`src/rtl/rx_ring_mgr.sv`:
```
module rx_ring_mgr #(
  parameter int PAGE_W = 8,
  parameter logic [PAGE_W-1:0] RST_START = 'h46,
  parameter logic [PAGE_W-1:0] RST_STOP  = 'h60,
  parameter logic [PAGE_W-1:0] RST_BNDRY = 'h46,
  parameter logic [PAGE_W-1:0] RST_CURR  = 'h47
) (
  input  logic              clk,
  input  logic              rst_n,
  input  logic              rx_enable,
  input  logic              reg_we,
  input  logic [1:0]        reg_addr,
  input  logic [PAGE_W-1:0] reg_wdata,
  output logic [PAGE_W-1:0] reg_rdata,
  input  logic              wr_valid,
  input  logic              wr_sop,
  input  logic              wr_eop,
  input  logic [7:0]        wr_data,
  output logic              mem_we,
  output logic [PAGE_W+7:0] mem_addr,
  output logic [7:0]        mem_wdata,
  output logic              pkt_done,
  output logic              rx_ovf
);
  localparam logic [PAGE_W-1:0] PG_ONE = 1;

  typedef enum logic [1:0] {S_IDLE, S_RX, S_DROP, S_HDR} st_t;

  st_t               st_q;
  logic [PAGE_W-1:0] pstart_q, pstop_q, bnry_q, curr_q, wpage_q, ppage_q;
  logic [7:0]        off_q;
  logic [15:0]       cnt_q;
  logic [1:0]        hidx_q;
  logic              done_q, ovf_q;

  function automatic logic [PAGE_W-1:0] nxt(input logic [PAGE_W-1:0] p);
    return (p + PG_ONE == pstop_q) ? pstart_q : p + PG_ONE;
  endfunction

  wire              reg_ok   = reg_we && !rx_enable && st_q == S_IDLE;
  wire              start    = st_q == S_IDLE && rx_enable && wr_valid && wr_sop;
  wire              blocked  = off_q == 8'd0 && wpage_q == bnry_q;
  wire              rx_byte  = st_q == S_RX && wr_valid;
  wire [PAGE_W-1:0] end_page = (off_q == 8'd0) ? wpage_q : nxt(wpage_q);
  wire [15:0]       hlen     = cnt_q + 16'd4;

  assign pkt_done = done_q;
  assign rx_ovf   = ovf_q;

  always_comb begin
    case (reg_addr)
      2'd0:    reg_rdata = pstart_q;
      2'd1:    reg_rdata = pstop_q;
      2'd2:    reg_rdata = bnry_q;
      default: reg_rdata = curr_q;
    endcase
  end

  always_comb begin
    mem_we    = 1'b0;
    mem_addr  = {curr_q, 8'd4};
    mem_wdata = wr_data;
    if (start) begin
      mem_we = 1'b1;
    end else if (rx_byte && !blocked) begin
      mem_we   = 1'b1;
      mem_addr = {wpage_q, off_q};
    end else if (st_q == S_HDR) begin
      mem_we   = 1'b1;
      mem_addr = {ppage_q, 6'd0, hidx_q};
      case (hidx_q)
        2'd0:    mem_wdata = 8'h01;
        2'd1:    mem_wdata = 8'(end_page);
        2'd2:    mem_wdata = hlen[7:0];
        default: mem_wdata = hlen[15:8];
      endcase
    end
  end

  always_ff @(posedge clk or negedge rst_n) begin
    if (!rst_n) begin
      st_q     <= S_IDLE;
      pstart_q <= RST_START;
      pstop_q  <= RST_STOP;
      bnry_q   <= RST_BNDRY;
      curr_q   <= RST_CURR;
      wpage_q  <= '0;
      ppage_q  <= '0;
      off_q    <= '0;
      cnt_q    <= '0;
      hidx_q   <= '0;
      done_q   <= 1'b0;
      ovf_q    <= 1'b0;
    end else begin
      done_q <= 1'b0;
      ovf_q  <= 1'b0;
      if (reg_ok) begin
        case (reg_addr)
          2'd0:    pstart_q <= reg_wdata;
          2'd1:    pstop_q  <= reg_wdata;
          2'd2:    bnry_q   <= reg_wdata;
          default: curr_q   <= reg_wdata;
        endcase
      end
      case (st_q)
        S_IDLE: if (start) begin
          wpage_q <= curr_q;
          ppage_q <= curr_q;
          off_q   <= 8'd5;
          cnt_q   <= 16'd1;
          hidx_q  <= 2'd0;
          st_q    <= wr_eop ? S_HDR : S_RX;
        end
        S_RX: if (wr_valid) begin
          if (blocked) begin
            ovf_q <= 1'b1;
            st_q  <= wr_eop ? S_IDLE : S_DROP;
          end else begin
            off_q <= off_q + 8'd1;
            cnt_q <= cnt_q + 16'd1;
            if (off_q == 8'hFF) wpage_q <= nxt(wpage_q);
            if (wr_eop) st_q <= S_HDR;
          end
        end
        S_DROP: if (wr_valid && wr_eop) st_q <= S_IDLE;
        default: begin
          hidx_q <= hidx_q + 2'd1;
          if (hidx_q == 2'd3) begin
            curr_q <= end_page;
            done_q <= 1'b1;
            st_q   <= S_IDLE;
          end
        end
      endcase
    end
  end
endmodule


```
`config.mk`:
```
export PLATFORM = sky130hd
export DESIGN_NAME = rx_ring_mgr
export DESIGN_NICKNAME = d
export VERILOG_FILES = /design/src/rtl/rx_ring_mgr.sv
export SDC_FILE = /design/constraint.sdc
export NUM_CORES = 1
export LEC_CHECK = 0
export ABC_AREA = 0
export BUFFER_PORTS_ARGS = -buffer_cell sky130_fd_sc_hd__buf_2
export CORE_MARGIN = 2
export CORE_UTILIZATION = 50
export CTS_CLUSTER_SIZE = 25
export DETAILED_ROUTE_END_ITERATION = 7
export PLACE_DENSITY = 0.72
export SLEW_MARGIN = 20
export SYNTH_ARGS = -nofsm -noshare
export SYNTH_HDL_FRONTEND = slang
export SYNTH_SLANG_ARGS = --single-unit
```
`constraint.sdc`:
```
create_clock -name clk -period 2.35 [get_ports clk]
set_input_delay 0.47 -clock clk [delete_from_list [all_inputs] [get_ports clk]]
set_output_delay 0.47 -clock clk [all_outputs]
set_load 0.01 [all_outputs]
```
==> summary.txt <==
CLOCK TREE
-------------------------------------------------------------------------------------------------
H-tree levels ......................................................................            3
Root buffer cell ...................................................................     clkbuf_8
CTS tree ...........................................................................        built
Clock latency on the worst-skew pair ...............................................       380 ps
Number of buffers on the longest clock path ........................................            2
TritonCTS Buffers ..................................................................            9
Number of sinks driven by the clock tree ...........................................           78
Clock slew at reported path FFs ....................................................        90 ps

SYNTHESIS
-------------------------------------------------------------------------------------------------
Most numerous cell types in the synthesized netlist ................................ dfrtp_1 (66), nand2_1 (46), nor2_1 (37)
Top-count cell post-synth ..........................................................      dfrtp_1
Simple-gate portion of the synthesized area ........................................       17.58%
Synth area leaders ................................................................. dfrtp_1 (31%), mux2_2 (6.9%), dfstp_2 (5.9%)
Net count of the mapped netlist ....................................................          584
XOR/XNOR share of the synthesized area .............................................       9.501%
Cell type with the largest total area after synthesis ..............................      dfrtp_1
Warnings, synthesis ................................................................            0
Mux contribution to synthesized area ...............................................       13.68%
Synthesized-area fraction occupied by ao, oa, aoi and oai cells ....................       14.45%
Avg Synthesized Cell Area ..........................................................    9.883 um2
Synth Register Bits ................................................................           78
Adder-cell share of the synthesized area ...........................................       3.252%
Most used flip-flop cell after synthesis ...........................................      dfrtp_1
Share of synthesized registers carrying an async set or reset ......................       100.0%
Number of distinct library cell variants in the gate-level netlist after synthesis .           71
Combined area of all synthesized cells .............................................     5386 um2
Sequential share of the synthesized area ...........................................       36.52%
Count of flip-flops with a built-in enable after synthesis .........................            0
Main combinational cell family by area after synthesis ............................. simple AND/OR/NAND/NOR gates
Yosys top cell area share ..........................................................       30.66%
Instance count of the mapped netlist ...............................................          545

CRITICAL PATH
-------------------------------------------------------------------------------------------------
Critical path type ................................................................. flop to output pin
Stage delay of the slowest cell on the critical path ...............................       450 ps
Critical Path Start Type ...........................................................         flop
Crit path max-delay cell type ......................................................      dfrtp_2
WP buf/inv .........................................................................            4
Maximum fanout along the worst path ................................................            5
Critical path capture point type ...................................................   output pin
CP Cell Sequence ................................................................... buf_4 > buf_6 > xor2_4 > nor4_4 > buf_4 > a31oi_4 > nor2_4 > mux2i_1 > a311oi_2 > buf_2
Family of cells with the greatest summed delay on the critical path ................ buffers and inverters
Data arrival time at the worst-slack endpoint ......................................      2700 ps
Start point of the critical path ...................................................   wpage_q[1]
Launching point of the worst reg2reg path ..........................................   wpage_q[0]
Most numerous cell on the critical path ............................................        buf_4
Required arrival time at the worst endpoint ........................................      1880 ps

TIMING
-------------------------------------------------------------------------------------------------
Worst slew pin tran ................................................................     517.2 ps
Number of hold violations in the final report ......................................            0
Final min period ...................................................................      3170 ps
RSZ-0062 raised after global routing ...............................................         true
Max_slew headroom ..................................................................       65.25%
Total of endpoints with negative setup slack in the final report ...................           28
Worst Slack Setup Final ............................................................    -819.6 ps
Final worst clock skew .............................................................     13.48 ps
Achievable Freq ....................................................................    315.5 MHz
Setup TNS Final ....................................................................    -16220 ps
Count of pins over their slew limit ................................................            0
Tcrit/Tclk final ...................................................................       134.9%

POWER
-------------------------------------------------------------------------------------------------
Switching pwr ......................................................................      4306 uW
Pwr/cell area ......................................................................  1336 nW/um2
Proportion of power drawn by the clock network .....................................        13.0%
Fraction of power consumed by combinational cells ..................................        61.0%
Internal cell power ................................................................      5594 uW
Leakage component of the power .....................................................  0.003333 uW
Switching part of the total ........................................................       43.50%
Seq pwr share ......................................................................        26.0%
Max rail drop VDD ..................................................................    0.7836 mV

GRT
-------------------------------------------------------------------------------------------------
Vias in the first global route .....................................................         5066
First-pass GRT wire length .........................................................     26990 um
Maximum number of pins on one net before global-route repair .......................           42
Number of antenna violations at the first check in global routing ..................            0
Global Route Usage Sum .............................................................       30.56%
Residual overflow from global routing ..............................................            0

DETAILED ROUTING
-------------------------------------------------------------------------------------------------
First-pass iteration count of the detailed router ..................................            6
Average wire per standard cell .....................................................     20.70 um
Total vias in the final route ......................................................         5229
DRC violations left ................................................................            0
Drt initial violations .............................................................          377
Antenna-violating nets left ........................................................            0
Overall routed net length ..........................................................     17510 um
Via count normalized by instance count .............................................        6.181

FLOORPLANNING
-------------------------------------------------------------------------------------------------
Count of standard-cell rows ........................................................           37
Die Footprint ......................................................................    11620 um2
Placeable core region ..............................................................    10370 um2
Starting density of the core .......................................................       51.94%
Die Y ..............................................................................     107.8 um
Chip width .........................................................................     107.8 um
# IOs ..............................................................................           60

PLACED DESIGN
-------------------------------------------------------------------------------------------------
Detailed placer's ending HPWL ......................................................     12110 um
Count of input and output buffers ..................................................           59
Count of placed standard cells including taps ......................................          818
Routability congestion estimate from global placement ..............................       0.9418

LAYOUT
-------------------------------------------------------------------------------------------------
Final cell count without fillers ...................................................          846
Total of fill cells in the finished design .........................................          740
NumNets Final ......................................................................          744
Layout area overhead ...............................................................       37.63%
Number of diodes ...................................................................            0
Layout cell share with drive strength beyond 1 .....................................       46.76%

RUN
-------------------------------------------------------------------------------------------------
Max-cap violations .................................................................            0

MIN PATH
-------------------------------------------------------------------------------------------------
Tightest Hold Check Type ........................................................... input port to asynchronous set/reset pin

OUTCOME
-------------------------------------------------------------------------------------------------
Violations in the final reports .................................................... setup timing
Status ............................................................................. finished with violations

state kept, by name, indices dropped and copies added, names as in the netlist:
register and flops:
bnry_q 8, cnt_q 16, curr_q 8, hidx_q 2, off_q 8, pkt_done 1, ppage_q 8, pstart_q 8
pstop_q 8, rx_ovf 1, st_q 2, wpage_q 8
stage by stage:
step / hold WS [ps] / setup slack (ps) / area (um2) / total power (uW) / utilization, %
2_1_floorplan: 174.4 / -124.7 / 5497 / 5558 / -
3_3_place_gp: 475.3 / -369.3 / 6598 / 7462 / 63.62
3_5_place_dp: 482.7 / -434.6 / 6598 / 7621 / 63.62
4_1_cts: 84.30 / -744.5 / 7126 / 9279 / 68.71
5_1_grt: 104.0 / -891.1 / 7413 / 10370 / 71.49
6_report: 64.10 / -819.6 / 7413 / 9901 / 71.49
final cells by class:
class	count	area (um2)	share of cell area (%)
clock inverters	5	106.4	1.435
well taps	136	170.2	2.295
inverters	19	71.32	0.9620
repair buffers	179	1360	18.35
multi-input cells	418	3592	48.46
flip-flops and latches	78	1972	26.60
clock buffers	11	141.4	1.907
path summary, 6_finish.rpt:
path	end	slack [ps]	cells after the start
min in group clk	pstart_q[2]	340	3
worst min register to register	ppage_q[7]	520	1
worst min-delay path	cnt_q[3]	60	1
worst max-delay path	mem_wdata[0]	-820	10
max in group asynchronous	curr_q[1]	1600	2
worst max register to register	curr_q[0]	-60	9
cells in the final DEF (no fill, tap or decap), types with 5 or more instances in the layout:
master,count
a21oi_2,5
nor3b_1,7
dfstp_2,12
buf_4,96
xnor2_1,22
dfrtp_1,62
o21ai_2,7
nand3_1,19
nand4_1,11
and3_4,7
o21ai_0,14
nor2_1,35
o22ai_1,5
mux2_2,33
inv_1,19
a21oi_1,25
buf_6,27
o31ai_1,8
mux2i_1,12
ha_1,12
mux4_2,8
nand2_1,42
clkbuf_8,10
nor3_1,11
xor2_1,25
buf_2,52
power by group through the flow:
stage	clock network, uW	registers, uW	logic (uW)
final	1280	2580	6040
after global routing	1350	2620	6400
after CTS	1290	2490	5500
after detailed placement	0	2490	5130
after global placement	0	2450	5010
after floorplan	0	2300	3260
cells by family (layout without fill, tap and decap cells):
family,count (synthesis),after routing
simple gates,174,175
mux,59,59
flops,78,78
xor+xnor,56,56
buf+inv,50,214
fa+ha+maj,14,14
compound gates,114,114
timing repair:
| action | 4_1_cts | 5_1_grt |
|---|---|---|
| resized for setup | 57 | 50 |
| cloned | 0 | 1 |
| endpoints found under the setup margin | 26 | 43 |
| hold buffers | 0 | 0 |
| setup buffers | 7 | 12 |
| pin swaps | 23 | 27 |
per-layer routing:
metal  vias up  GRT usage, %  wire length, um
met1      2594         41.69             7275
met3        46         6.356             1518
met4         0         12.00              487
met2       279         47.66             8230
met5         -             0                0
li1       2310             -                -
Note: power is estimated with default switching activity, not from simulation.
